[src/rtl/clkgear_pkg.sv]
package clkgear_pkg;

  localparam int CNT_W   = 4;
  localparam int SHIFT_W = 3;
  localparam int GEAR_W  = 3;
  localparam int DATA_W  = 8;

  typedef logic [SHIFT_W-1:0] shift_t;

  typedef struct packed {
    logic [1:0]        rsvd;
    logic              losc_on;
    logic              hosc_on;
    logic              src_sel;
    logic [GEAR_W-1:0] gear;
  } ctrl_reg_t;

  localparam ctrl_reg_t CTRL_RESET = '{
    rsvd:    2'b00,
    losc_on: 1'b0,
    hosc_on: 1'b1,
    src_sel: 1'b0,
    gear:    3'b100
  };

  // gear code -> log2 of the division ratio; out-of-range codes take the slowest
  function automatic shift_t gear_to_shift(input logic [GEAR_W-1:0] g);
    shift_t s;
    case (g)
      3'b000:  s = 3'd0;
      3'b001:  s = 3'd1;
      3'b010:  s = 3'd2;
      3'b011:  s = 3'd3;
      default: s = 3'd4;
    endcase
    return s;
  endfunction

  // low bits of the divider that must all be one for a pulse
  function automatic logic [CNT_W-1:0] shift_mask(input shift_t s);
    logic [CNT_W:0] full;
    full = ({{CNT_W{1'b0}}, 1'b1} << s) - {{CNT_W{1'b0}}, 1'b1};
    return full[CNT_W-1:0];
  endfunction

  function automatic logic bypass_mode(input ctrl_reg_t r);
    return r.hosc_on && !r.src_sel && (r.gear == 3'b100);
  endfunction

endpackage

[src/rtl/clkgear_regs.sv]
module clkgear_regs
  import clkgear_pkg::*;
#(
  parameter int DW = DATA_W
) (
  input  logic          clk,
  input  logic          rst_n,
  input  logic          wr_i,
  input  logic          sel_i,
  input  logic [DW-1:0] wdata_i,
  output ctrl_reg_t     ctrl_o,
  output logic          wr_en_o
);

  ctrl_reg_t ctrl_q;
  ctrl_reg_t ctrl_d;

  assign wr_en_o = wr_i && sel_i;

  always_comb begin
    ctrl_d      = ctrl_reg_t'(wdata_i[$bits(ctrl_reg_t)-1:0]);
    ctrl_d.rsvd = 2'b00;
  end

  always_ff @(posedge clk or negedge rst_n) begin
    if (!rst_n) begin
      ctrl_q <= CTRL_RESET;
    end else if (wr_en_o) begin
      ctrl_q <= ctrl_d;
    end
  end

  assign ctrl_o = ctrl_q;

endmodule

[src/rtl/clkgear_switch.sv]
module clkgear_switch
  import clkgear_pkg::*;
(
  input  logic              clk,
  input  logic              rst_n,
  input  logic              wr_en_i,
  input  logic              wrap_i,
  input  logic [GEAR_W-1:0] gear_i,
  output shift_t            act_shift_o,
  output logic              pending_o,
  output logic              apply_o
);

  shift_t act_q;
  logic   pend_q;

  // a write in the wrap cycle keeps the request pending for the next wrap
  assign apply_o = wrap_i && pend_q && !wr_en_i;

  always_ff @(posedge clk or negedge rst_n) begin
    if (!rst_n) begin
      act_q  <= gear_to_shift(CTRL_RESET.gear);
      pend_q <= 1'b0;
    end else begin
      if (wrap_i) begin
        act_q <= gear_to_shift(gear_i);
      end
      if (wr_en_i) begin
        pend_q <= 1'b1;
      end else if (wrap_i) begin
        pend_q <= 1'b0;
      end
    end
  end

  assign act_shift_o = act_q;
  assign pending_o   = pend_q;

endmodule

[src/rtl/clkgear_div.sv]
module clkgear_div
  import clkgear_pkg::*;
#(
  parameter int CW = CNT_W
) (
  input  logic          clk,
  input  logic          rst_n,
  input  shift_t        shift_i,
  output logic [CW-1:0] cnt_o,
  output logic          wrap_o,
  output logic          ce_o
);

  logic [CW-1:0] cnt_q;
  logic [CW-1:0] mask;
  logic [CW-1:0] bit_ok;

  always_ff @(posedge clk or negedge rst_n) begin
    if (!rst_n) cnt_q <= '0;
    else        cnt_q <= cnt_q + 1'b1;
  end

  assign mask = shift_mask(shift_i);

  for (genvar i = 0; i < CW; i++) begin : g_bit
    assign bit_ok[i] = cnt_q[i] || !mask[i];
  end

  assign ce_o   = &bit_ok;
  assign wrap_o = &cnt_q;
  assign cnt_o  = cnt_q;

endmodule

[src/rtl/clkgear_top.sv]
module clkgear_top
  import clkgear_pkg::*;
(
  input  logic       clk,
  input  logic       rst_n,
  input  logic       reg_wr,
  input  logic       reg_sel,
  input  logic [7:0] reg_wdata,
  output logic [7:0] reg_rdata,
  output logic       sys_ce,
  output logic       change_done,
  output logic       pll_off,
  output logic       hosc_en,
  output logic       losc_en
);

  ctrl_reg_t        ctrl;
  logic             wr_en;
  logic             wrap;
  logic             pending;
  logic             apply;
  shift_t           act_shift;
  logic [CNT_W-1:0] cnt;

  clkgear_regs #(.DW(DATA_W)) u_regs (
    .clk     (clk),
    .rst_n   (rst_n),
    .wr_i    (reg_wr),
    .sel_i   (reg_sel),
    .wdata_i (reg_wdata),
    .ctrl_o  (ctrl),
    .wr_en_o (wr_en)
  );

  clkgear_switch u_switch (
    .clk         (clk),
    .rst_n       (rst_n),
    .wr_en_i     (wr_en),
    .wrap_i      (wrap),
    .gear_i      (ctrl.gear),
    .act_shift_o (act_shift),
    .pending_o   (pending),
    .apply_o     (apply)
  );

  clkgear_div #(.CW(CNT_W)) u_div (
    .clk     (clk),
    .rst_n   (rst_n),
    .shift_i (act_shift),
    .cnt_o   (cnt),
    .wrap_o  (wrap),
    .ce_o    (sys_ce)
  );

  assign reg_rdata   = ctrl;
  assign change_done = !pending;
  assign pll_off     = bypass_mode(ctrl);
  assign hosc_en     = ctrl.hosc_on;
  assign losc_en     = ctrl.losc_on;

endmodule

[config.mk]
export PLATFORM = sky130hd
export DESIGN_NAME = clkgear_top
export DESIGN_NICKNAME = d
export VERILOG_FILES = /design/src/rtl/clkgear_pkg.sv /design/src/rtl/clkgear_regs.sv /design/src/rtl/clkgear_switch.sv /design/src/rtl/clkgear_div.sv /design/src/rtl/clkgear_top.sv
export SDC_FILE = /design/constraint.sdc
export NUM_CORES = 1
export LEC_CHECK = 0
export BUFFER_PORTS_ARGS = -buffer_cell sky130_fd_sc_hd__buf_2
export CORE_AREA = 10 10 47 49
export CTS_BUF_LIST = sky130_fd_sc_hd__clkbuf_4 sky130_fd_sc_hd__clkbuf_8
export DETAILED_ROUTE_END_ITERATION = 8
export DIE_AREA = 0 0 57 59
export GPL_ROUTABILITY_DRIVEN = 0
export PLACE_DENSITY = 0.75
export RECOVER_POWER = 100
export REMOVE_ABC_BUFFERS = 1
export SETUP_SLACK_MARGIN = 0.05
export SLEW_MARGIN = 25
export SYNTH_ARGS = -nofsm -noshare
export SYNTH_HDL_FRONTEND = slang
export SYNTH_SLANG_ARGS = --single-unit
export TNS_END_PERCENT = 30
[constraint.sdc]
create_clock -name clk -period 3.7 [get_ports clk]
set_input_delay 0.555 -clock clk [delete_from_list [all_inputs] [get_ports clk]]
set_output_delay 0.555 -clock clk [all_outputs]
set_load 0.02 [all_outputs]
==> impl_results.md, run 1 <==
* Clock transition at path regs at about 80 ps
* CP required at between 3000 and 4000 ps
* Worst path slowest cell: dfrtp_1
* Max-slew headroom at between 50% and 60%
* Warnings, synthesis at 0
* Peak VDD IR at 292 µV
* Cell Area, Synth at between 600 and 700 µm²
* Lkg Pwr at 0.356 nW
* Most common library cell in the layout ignoring fill and taps: clkbuf_1
* Fill count at about 150
* DRT Pass-1 Iters at 4
* GRT Resource Usage Total at between 6 and 7%
* Nets at 90
* CTS Buf Count at 3
* Die H at about 59 µm
* CTS Sinks at 14
* Net Sw Power at roughly 0.00011 W
* Top cell family by delay on the critical path: flip-flops
* Worst hold margin at around 310 ps
* Htree depth at 1
* I/O Buffers at 20
* Max Slew Vio Count at 0
* CTS tree: yes
* Postcts setup bufs at 0
* Post-Syn Instances at 54
* Ant diodes at 0
* Grt total ovfl at 0
* Worst-Skew Late Latency at approximately 270 ps
* Remaining DRCs at 0
* Vias post-DR at roughly 430
* Initial antenna violation count at 0
* Fin crit share at 67.5%
* RSZ-0062 raised after global routing: false
* Clock power frac at roughly 28%
* Setup crit end kind: output port
* Endpoints failing hold at 0
* Synth Register Bits at 14
* Netlist cell types at 19
* Worst-path cell chain: or3_4 -> ha_1 -> xor2_1 -> a221oi_2 -> clkbuf_1
* Largest net degree at the start of global routing at 15
* Hold Path Class: in -> async
* Max-cap violation count at 0
* Mean Syn Cell Area at 11.9 µm²
* F_max at roughly 400 MHz
* Comb power frac at a little over a fifth
* Final setup viols at 0
* First-pass GRT wire length at around 1900 µm
* Period minus WS final at between 2000 and 2500 ps
* Site Rows at 14
* Int Pwr at 0.000264 W
* Post-DRT Antenna Nets at 0
* Share of cells above drive strength 1 at between 30 and 40%
* Share of power burned in registers at between 50% and 60%
* Worst EP arrival at 1940 ps
* Most frequent cells in the layout: clkbuf_1 (12), dfrtp_1 (11), buf_2 (8)
* Die area at 0.00336 mm²
* Critical Path Max Stage Delay at approximately 410 ps
* CP max FO at 4
* Initial Util at 45.8%
* Layout Cells excl Fill at 91
* Setup Skew at between 1 and 1.5 ps
* Sum Neg Setup Slack at 0 ps
* Post_cts resized at 0
* P per Cell Area at 493 mW/mm²
* Ports at 25
* Total Routed Length at between 1000 and 1500 µm
* Sequential element share of the synthesized area at 55.2%
* Crit path kind: reg -> out
* Startpoint Class: flip-flop
* Maximum clock path buffer count at 2
* Sw Ratio at 29.3%
* DR iter-0 viols at 1
* Core area at 0.00140 mm²
* Status: complete, no violations
* CP Buf/Inv Count at 1
* Vias in the first global route at 460
* Area Overhead vs Synth at 17.9%
* Root Buffer: clkbuf_4
* Drt wl/cell at 12.9 µm
* Post-CTS Hold Fix Bufs at 0
* Actual slew at the worst max-slew pin at slightly above 700 ps
* Drt via density at ~4.7
* Placed cell count at 87
* Die width at approximately 57 µm
-- worst register-to-register path: cells and delay by family (launching register included) --
family | cells | cell delay [ps]
adders and majority gates | 1 | 220
DFF | 1 | 400
and+or+nand+nor | 1 | 180
muxes | 1 | 360
-- through the flow --
step	total power [W]	instance area, µm²	worst slack (ps)	util [%]
3_5_place_dp	0.000276	736	1560	52.5
5_1_grt	0.000399	757	1080	54.0
3_3_place_gp	0.000273	736	1570	52.5
4_1_cts	0.000386	772	1240	55.1
6_report	0.000373	757	1200	54.0
2_1_floorplan	0.000244	616	1580	-
-- logic make-up (layout without fill, tap and decap cells) --
logic type	after synthesis	count (layout)	share of synthesized area, %
AO/OA/AOI/OAI	4	4	4.87
XOR/XNOR	3	3	4.09
adder cells (fa/ha/maj)	2	2	3.90
buffers and inverters	8	28	7.02
flip-flops	14	14	55.2
multiplexers	7	7	12.3
other	1	2	0.584
AND/OR/NAND/NOR	15	15	12.1
-- power groups by stage --
stage | registers, W | logic, W | clock network [W]
global route | 0.000190 | 0.0000893 | 0.000119
detailed placement | 0.000190 | 0.0000864 | 0
floorplan | 0.000204 | 0.0000404 | 0
CTS | 0.000187 | 0.0000866 | 0.000112
finish | 0.000188 | 0.0000802 | 0.000106
global placement | 0.000189 | 0.0000843 | 0
-- worst paths after layout --
kind                                         start  depth (start not counted)  slack, ps                 endpoint
max                        u_switch.act_shift_o[1]                          5       1200                   sys_ce
min                                          rst_n                          1        310  u_switch.act_shift_o[0]
max reg2reg                         u_div.cnt_o[0]                          3       2470  u_switch.act_shift_o[2]
min reg2reg                     u_switch.pending_o                          2        480       u_switch.pending_o
max in group asynchronous                    rst_n                          1       2940           u_div.cnt_o[1]
min in group clk                u_switch.pending_o                          2        480       u_switch.pending_o
-- flip-flops by register name (all words and copies together), names as in the netlist --
| name | flops |
|---|---|
| u_div.cnt_o | 4 |
| u_regs.ctrl_o | 6 |
| u_switch.pending_o | 1 |
| u_switch.act_shift_o | 3 |
-- synthesized netlist by cell type --
cell | number | area, µm²
nand2b_1 | 2 | 12.5
a221oi_2 | 1 | 15.0
dfrtp_1 | 11 | 275
o21ai_0 | 2 | 10.0
o22ai_1 | 1 | 6.26
xor2_1 | 2 | 17.5
mux2_2 | 7 | 78.8
buf_4 | 4 | 30.0
or3_4 | 1 | 11.3
dfstp_2 | 3 | 78.8
ha_1 | 2 | 25.0
nor3b_1 | 1 | 7.51
nand2_1 | 7 | 26.3
nor2_1 | 1 | 3.75
inv_1 | 4 | 15.0
xnor2_1 | 1 | 8.76
nand3_1 | 2 | 10.0
nor4_1 | 1 | 6.26
conb_1 | 1 | 3.75
-- area by class of cell --
cell class | instances | area [µm²] | share of cell area, %
flip-flops and latches | 14 | 354 | 46.8
inverters | 4 | 15.0 | 1.98
repair buffers | 20 | 85.1 | 11.2
clock buffers | 4 | 36.3 | 4.79
multi-input cells | 33 | 246 | 32.6
well taps | 16 | 20.0 | 2.64
-- routing by layer --
| layer | GRT usage, % | wire length, µm |
|---|---|---|
| met1 | 6.63 | 498 |
| met5 | 0 | 0 |
| met4 | 4.03 | 0 |
| met2 | 11.3 | 545 |
| met3 | 4.08 | 128 |
No activity file was read; power rests on OpenSTA's default activity.
==> run 2, diff against run 1 <==
- CORE_AREA: 10 10 47 49 -> 10 10 48 50
- DIE_AREA: 0 0 57 59 -> 0 0 58 60
- PLACE_DENSITY: 0.75 -> 0.72
- clock period: 3.7 -> 2.6 ns (I/O delays scaled with it)
==> run 2 against run 1 <==
- clock power rose by 30%
- critical endpoint unchanged
- sequential share of layout area fell by 0.23 points
- combinational power rose by 42%
- die area rose by 3.5%
- critical path depth did not move
- critical path type unchanged
- total power rose by 39%
- via count rose by 1.6%
- largest power group unchanged
- flip-flop and latch count did not move
- design area rose by 0.50%
==> impl_results.md, run 2 (synthesis results as in run 1) <==
* Critical Path Max Stage Delay at 410 ps (about the same)
* Worst Hold Endpoint: u_regs.ctrl_o[1]
* Ant diodes at 0 (unchanged)
* Post-DRT Antenna Nets at 0 (unchanged)
* RSZ-0062 raised after global routing: false (unchanged)
* Multi-input gate area at 246 µm² (unchanged)
* Startpoint Class: flip-flop (unchanged)
* Worst-Skew Late Latency at 270 ps (about the same)
* Total Routed Length at 1170 µm (about the same)
* Reg-to-reg setup timing slack at 1360 ps (was 2470 ps)
* FF+latch area at 354 µm² (unchanged)
* Pwr Total at 0.000518 W (was 0.000373 W)
* Ports at 25 (unchanged)
* Maximum clock path buffer count at 2 (unchanged)
* Int Pwr at 0.000362 W (was 0.000264 W)
* Drt wl/cell at 12.7 µm (was 12.9 µm)
* Largest net degree at the start of global routing at 15 (unchanged)
* Max-cap violation count at 0 (unchanged)
* Vias post-DR at 433 (was 426)
* Core area at 0.00144 mm² (was 0.00140 mm²)
* Share of cells above drive strength 1 at 31.6% (was 32.0%)
* Setup Skew at 3.26 ps (was 1.40 ps)
* DRT Pass-1 Iters at 1 (was 4)
* Max reg flops at 6 (unchanged)
* First-pass GRT wire length at 1990 µm (was 1870 µm)
* Initial antenna violation count at 0 (unchanged)
* Vias in the first global route at 479 (was 460)
* R2R depth at 3 (unchanged)
* Pre-CTS WS at 635 ps (was 1560 ps)
* Die area at 0.00348 mm² (was 0.00336 mm²)
* Most frequent cells in the layout: clkbuf_1 (12), dfrtp_1 (11), buf_2 (8) (unchanged)
* DR iter-0 viols at 0 (was 1)
* P per Cell Area at 681 mW/mm² (was 493 mW/mm²)
* Grt total ovfl at 0 (unchanged)
* Hold Path Class: in -> reg (was in -> async)
* Sum Neg Setup Slack at 0 ps (unchanged)
* Sw Ratio at 30.2% (was 29.3%)
* CP max FO at 4 (unchanged)
* Worst r2r dst: u_switch.act_shift_o[2] (unchanged)
* Period minus WS final at 2330 ps
* Fill count at 149 (unchanged)
* Fin crit share at 89.5%
* Worst EP arrival at 1940 ps (about the same)
* Setup crit end kind: output port (unchanged)
* Die H at 60 µm (was 59 µm)
* Max-slew headroom at 52.0% (was 51.8%)
* Actual slew at the worst max-slew pin at 721 ps (was 723 ps)
* Hold path start: reg_wdata[1]
* Area Overhead vs Synth at 18.5% (was 17.9%)
* Setup WS post-layout at 273 ps (was 1200 ps)
* CP required at 2210 ps (was 3140 ps)
* Site Rows at 14 (unchanged)
* Root Buffer: clkbuf_4 (unchanged)
* Peak VDD IR at 388 µV (was 292 µV)
* Nets at 91 (was 90)
* CTS Sinks at 14 (unchanged)
* CTS Buf Count at 3 (unchanged)
* Worst-path cell chain: or3_4 -> ha_1 -> xor2_1 -> a221oi_2 -> clkbuf_1 (unchanged)
* Worst path slowest cell: dfrtp_1 (unchanged)
* Clock power frac at 26.7% (was 28.3%)
* Initial Util at 44.7% (was 45.8%)
* F_max at 430 MHz
* I/O Buffers at 20 (unchanged)
* Endpoints failing hold at 0 (unchanged)
* Most common library cell in the layout ignoring fill and taps: clkbuf_1 (unchanged)
* Htree depth at 1 (unchanged)
* Status: complete, no violations (unchanged)
* Worst R2R Start: u_div.cnt_o[0] (unchanged)
* Final setup viols at 0 (unchanged)
* Comb power frac at 22.0% (was 21.5%)
* GRT Resource Usage Total at 7.05% (was 6.91%)
* Lkg Pwr at 0.358 nW (was 0.356 nW)
* Share of power burned in registers at 51.3% (was 50.2%)
* Net Sw Power at 0.000156 W (was 0.000109 W)
* Max Slew Vio Count at 0 (unchanged)
* Die width at 58 µm (was 57 µm)
* Hold Path Depth at 2
* Crit path kind: reg -> out (unchanged)
* Drt via density at 4.71 (was 4.68)
* CTS tree: yes (unchanged)
* Remaining DRCs at 0 (unchanged)
* Clock transition at path regs at 90 ps (was 80 ps)
-- run 2: power groups by stage --
stage | Sequential (W) | Clock (W) | Combinational, W
2_1_floorplan | 0.000290 | 0 | 0.0000575
3_3_place_gp | 0.000269 | 0 | 0.000120
3_5_place_dp | 0.000270 | 0 | 0.000122
4_1_cts | 0.000266 | 0.000143 | 0.000124
5_1_grt | 0.000269 | 0.000155 | 0.000127
6_report | 0.000266 | 0.000138 | 0.000114
-- run 2: timing repair --
item                                   in CTS  in global routing
hold buffers                                1                  0
endpoints found under the hold margin       6                  0
buffers inserted                            0                  0
resized for setup                           0                  0
-- run 2: metrics by stage --
step / instances / instance area, µm² / util [%] / hold WS [ps]
finish: 92 / 761 / 53.0 / 340
global route: 92 / 761 / 53.0 / 329
CTS: 92 / 776 / 54.0 / 333
detailed placement: 87 / 736 / 51.2 / 299
global placement: 87 / 736 / 51.2 / 294
floorplan: 51 / 616 / - / 94.4
-- run 2: per-layer routing --
metal | GRT usage (%) | part of all wire (%) | routed length [µm] | vias to the layer above
li1 | - | - | - | 217
met1 | 7.99 | 47 | 548 | 197
met2 | 9.97 | 42 | 488 | 19
met3 | 5.51 | 11 | 133 | 0
met4 | 2.01 | 0 | 0 | 0
met5 | 0 | 0 | 0 | -
-- run 2: worst max path at each step --
stage              to  slack, ps  depth (start not counted)                    start
3_3_place_gp   sys_ce        650                          5  u_switch.act_shift_o[1]
3_5_place_dp   sys_ce        640                          5  u_switch.act_shift_o[1]
5_1_grt        sys_ce        160                          5  u_switch.act_shift_o[1]
6_report       sys_ce        270                          5  u_switch.act_shift_o[1]
2_1_floorplan  sys_ce        650                          4  u_switch.act_shift_o[1]
4_1_cts        sys_ce        320                          5  u_switch.act_shift_o[1]
-- run 2: area by class of cell --
| cell class | count | area share [%] |
|---|---|---|
| Sequential cell | 14 | 46.5 |
| Multi-Input combinational cell | 33 | 32.4 |
| Timing Repair Buffer | 21 | 12.5 |
| Clock buffer | 4 | 3.95 |
| Tap cell | 16 | 2.63 |
| Inverter | 4 | 1.97 |
-- run 2: critical path, delay by kind of cell, from the launching register on --
family / cells / cell delay [ps]
flops: 1 / 410
simple gates: 1 / 400
buf+inv: 1 / 260
fa+ha+maj: 1 / 210
compound gates: 1 / 210
xor+xnor: 1 / 160
==> run 3, diff against run 2 <==
- CORE_AREA: 10 10 48 50 -> 10 10 49 51
- CTS_BUF_LIST: sky130_fd_sc_hd__clkbuf_4 sky130_fd_sc_hd__clkbuf_8 -> sky130_fd_sc_hd__clkbuf_16
- DIE_AREA: 0 0 58 60 -> 0 0 59 61
- PLACE_DENSITY: 0.72 -> 0.68
==> run 3 against run 2 <==
- critical path depth did not move
- die area is 3.4% higher
- hold slack got worse by 160 ps
- first-iteration DRC count increased by 1
- routed wire length is 2.6% higher
- clock power grew 110%
- non-clock buffer count decreased by 1
- critical endpoint unchanged
- cell count shrank 1.1%
- clock-buffer cell count decreased by 1
- setup slack better by 39 ps
==> impl_results.md, run 3 (synthesis results as in run 1) <==
* Status: complete, no violations (unchanged)
* CP Launch Point: u_switch.act_shift_o[1] (unchanged)
* Post-DRT Antenna Nets at 0 (unchanged)
* Post-Route M1 WL at 516 µm (was 548 µm)
* Endpoints failing hold at 0 (unchanged)
* Initial Util at 43.6% (was 44.7%)
* Peak VDD IR at 573 µV (was 388 µV)
* Period minus WS final at 2290 ps (was 2330 ps)
* Postcts setup bufs at 0 (unchanged)
* Worst EP arrival at 1900 ps (was 1940 ps)
* Htree depth at 1 (unchanged)
* Ant diodes at 0 (unchanged)
* Die area at 0.00360 mm² (was 0.00348 mm²)
* Max-slew headroom at 51.5% (was 52.0%)
* Detailed Place HPWL at between 900 and 1000 µm
* Drt via density at 4.91 (was 4.71)
* Root Buffer: clkbuf_16 (was clkbuf_4)
* DR iter-0 viols at 1 (was 0)
* Total Routed Length at 1200 µm (was 1170 µm)
* Setup Skew at 1.81 ps (was 3.26 ps)
* Share of cells above drive strength 1 at 30.7% (was 31.6%)
* Grt total ovfl at 0 (unchanged)
* Fin crit share at 88.0% (was 89.5%)
* F_max at 437 MHz (was 430 MHz)
* CTS tree: yes (unchanged)
* Placed cell count at 87 (unchanged)
* CP max FO at 4 (unchanged)
* Final setup viols at 0 (unchanged)
* Top Metal Used: met4 (was met3)
* CTS Sinks at 14 (unchanged)
* Nets at 90 (was 91)
* Vias post-DR at 447 (was 433)
* Drt wl/cell at 13.2 µm (was 12.7 µm)
* Post_cts resized at 0 (unchanged)
* Most common library cell in the layout ignoring fill and taps: clkbuf_1 (unchanged)
* Largest net degree at the start of global routing at 15 (unchanged)
* Clock transition at path regs at 40 ps (was 90 ps)
* DRT Pass-1 Iters at 3 (was 1)
* Vias in the first global route at 476 (was 479)
* Layout Cells excl Fill at 91 (was 92)
* Max Slew Vio Count at 0 (unchanged)
* GRT Resource Usage Total at 7.02% (was 7.05%)
* Max-cap violation count at 0 (unchanged)
* Ports at 25 (unchanged)
* RSZ-0062 raised after global routing: false (unchanged)
* Met3 WL post-DR at 182 µm (was 133 µm)
* Met2 Wirelength at 481 µm (was 488 µm)
* CP required at 2210 ps (about the same)
* Fill count at 135 (was 149)
* Hold Path Class: in -> async (was in -> reg)
* First-pass GRT wire length at 1910 µm (was 1990 µm)
* Worst-Skew Late Latency at 240 ps (was 270 ps)
* Site Rows at 14 (unchanged)
* Area Overhead vs Synth at 24.6% (was 18.5%)
* Remaining DRCs at 0 (unchanged)
* Die width at 59 µm (was 58 µm)
* Crit path kind: reg -> out (unchanged)
* Core area at 0.00147 mm² (was 0.00144 mm²)
* Setup crit end kind: output port (unchanged)
* Maximum clock path buffer count at 2 (unchanged)
* Worst R2R Start: u_div.cnt_o[0] (unchanged)
* I/O Buffers at 20 (unchanged)
* Sum Neg Setup Slack at 0 ps (unchanged)
* CTS Buf Count at 3 (unchanged)
* P per Cell Area at 832 mW/mm² (was 681 mW/mm²)
* Initial antenna violation count at 0 (unchanged)
* Post-CTS Hold Fix Bufs at 0 (was 1)
* Most frequent cells in the layout: clkbuf_1 (12), dfrtp_1 (11), buf_2 (8) (unchanged)
* Final core occ at 54.3% (was 53.0%)
* Actual slew at the worst max-slew pin at 728 ps (was 721 ps)
* Max reg flops at 6 (unchanged)
* Lkg Pwr at 0.377 nW (was 0.358 nW)
* Startpoint Class: flip-flop (unchanged)
* Die H at 61 µm (was 60 µm)
run 3: cell count changes in the layout (fill, tap and decap cells not counted):
| cell | delta |
|---|---|
| dlygate4sd3_1 | -1 |
| clkbuf_4 | -4 |
| clkbuf_16 | +3 |
| inv_1 | +1 |
run 3: final timing paths:
path                                            to  slack, ps  depth (start not counted)
max                                         sys_ce        310                          5
min                                 u_div.cnt_o[0]        180                          1
max reg2reg                u_switch.act_shift_o[2]       1370                          3
min reg2reg                     u_switch.pending_o        470                          2
max in group asynchronous           u_div.cnt_o[1]       1960                          1
min in group clk                  u_regs.ctrl_o[3]        380                          2
run 3: metal layers:
layer	GRT usage [%]	up-vias
met5	0	-
met4	3.93	0
met3	5.85	2
met2	9.76	23
met1	7.22	204
li1	-	218
run 3: area by class of cell:
type	count	area [µm²]	area share, %
clock buffers	3	75.1	9.39
flip-flops and latches	14	354	44.3
inverters	4	15.0	1.88
multi-input cells	33	246	30.8
clock inverters	1	3.75	0.469
repair buffers	20	85.1	10.6
well taps	16	20.0	2.50
run 3: critical path, stage by stage (launching register included):
cell	delay (ps)
dfrtp_1	390
or3_4	400
ha_1	210
xor2_1	170
a221oi_2	220
clkbuf_1	260
run 3: per-stage QoR:
step / cell area, µm² / setup slack [ps] / power, W / hold slack, ps
final: 800 / 313 / 0.000665 / 184
after global routing: 800 / 200 / 0.000698 / 243
after CTS: 815 / 368 / 0.000684 / 44.1
after detailed placement: 736 / 632 / 0.000392 / 299
after global placement: 736 / 649 / 0.000389 / 297
after floorplan: 616 / 649 / 0.000348 / 94.4
run 3: where the power goes:
group	switching [W]	leakage (nW)	internal [W]	total (W)
clock	0.0000817	0.0423	0.000202	0.000284
sequential	0.0000208	0.168	0.000246	0.000267
combinational	0.0000683	0.167	0.0000458	0.000114
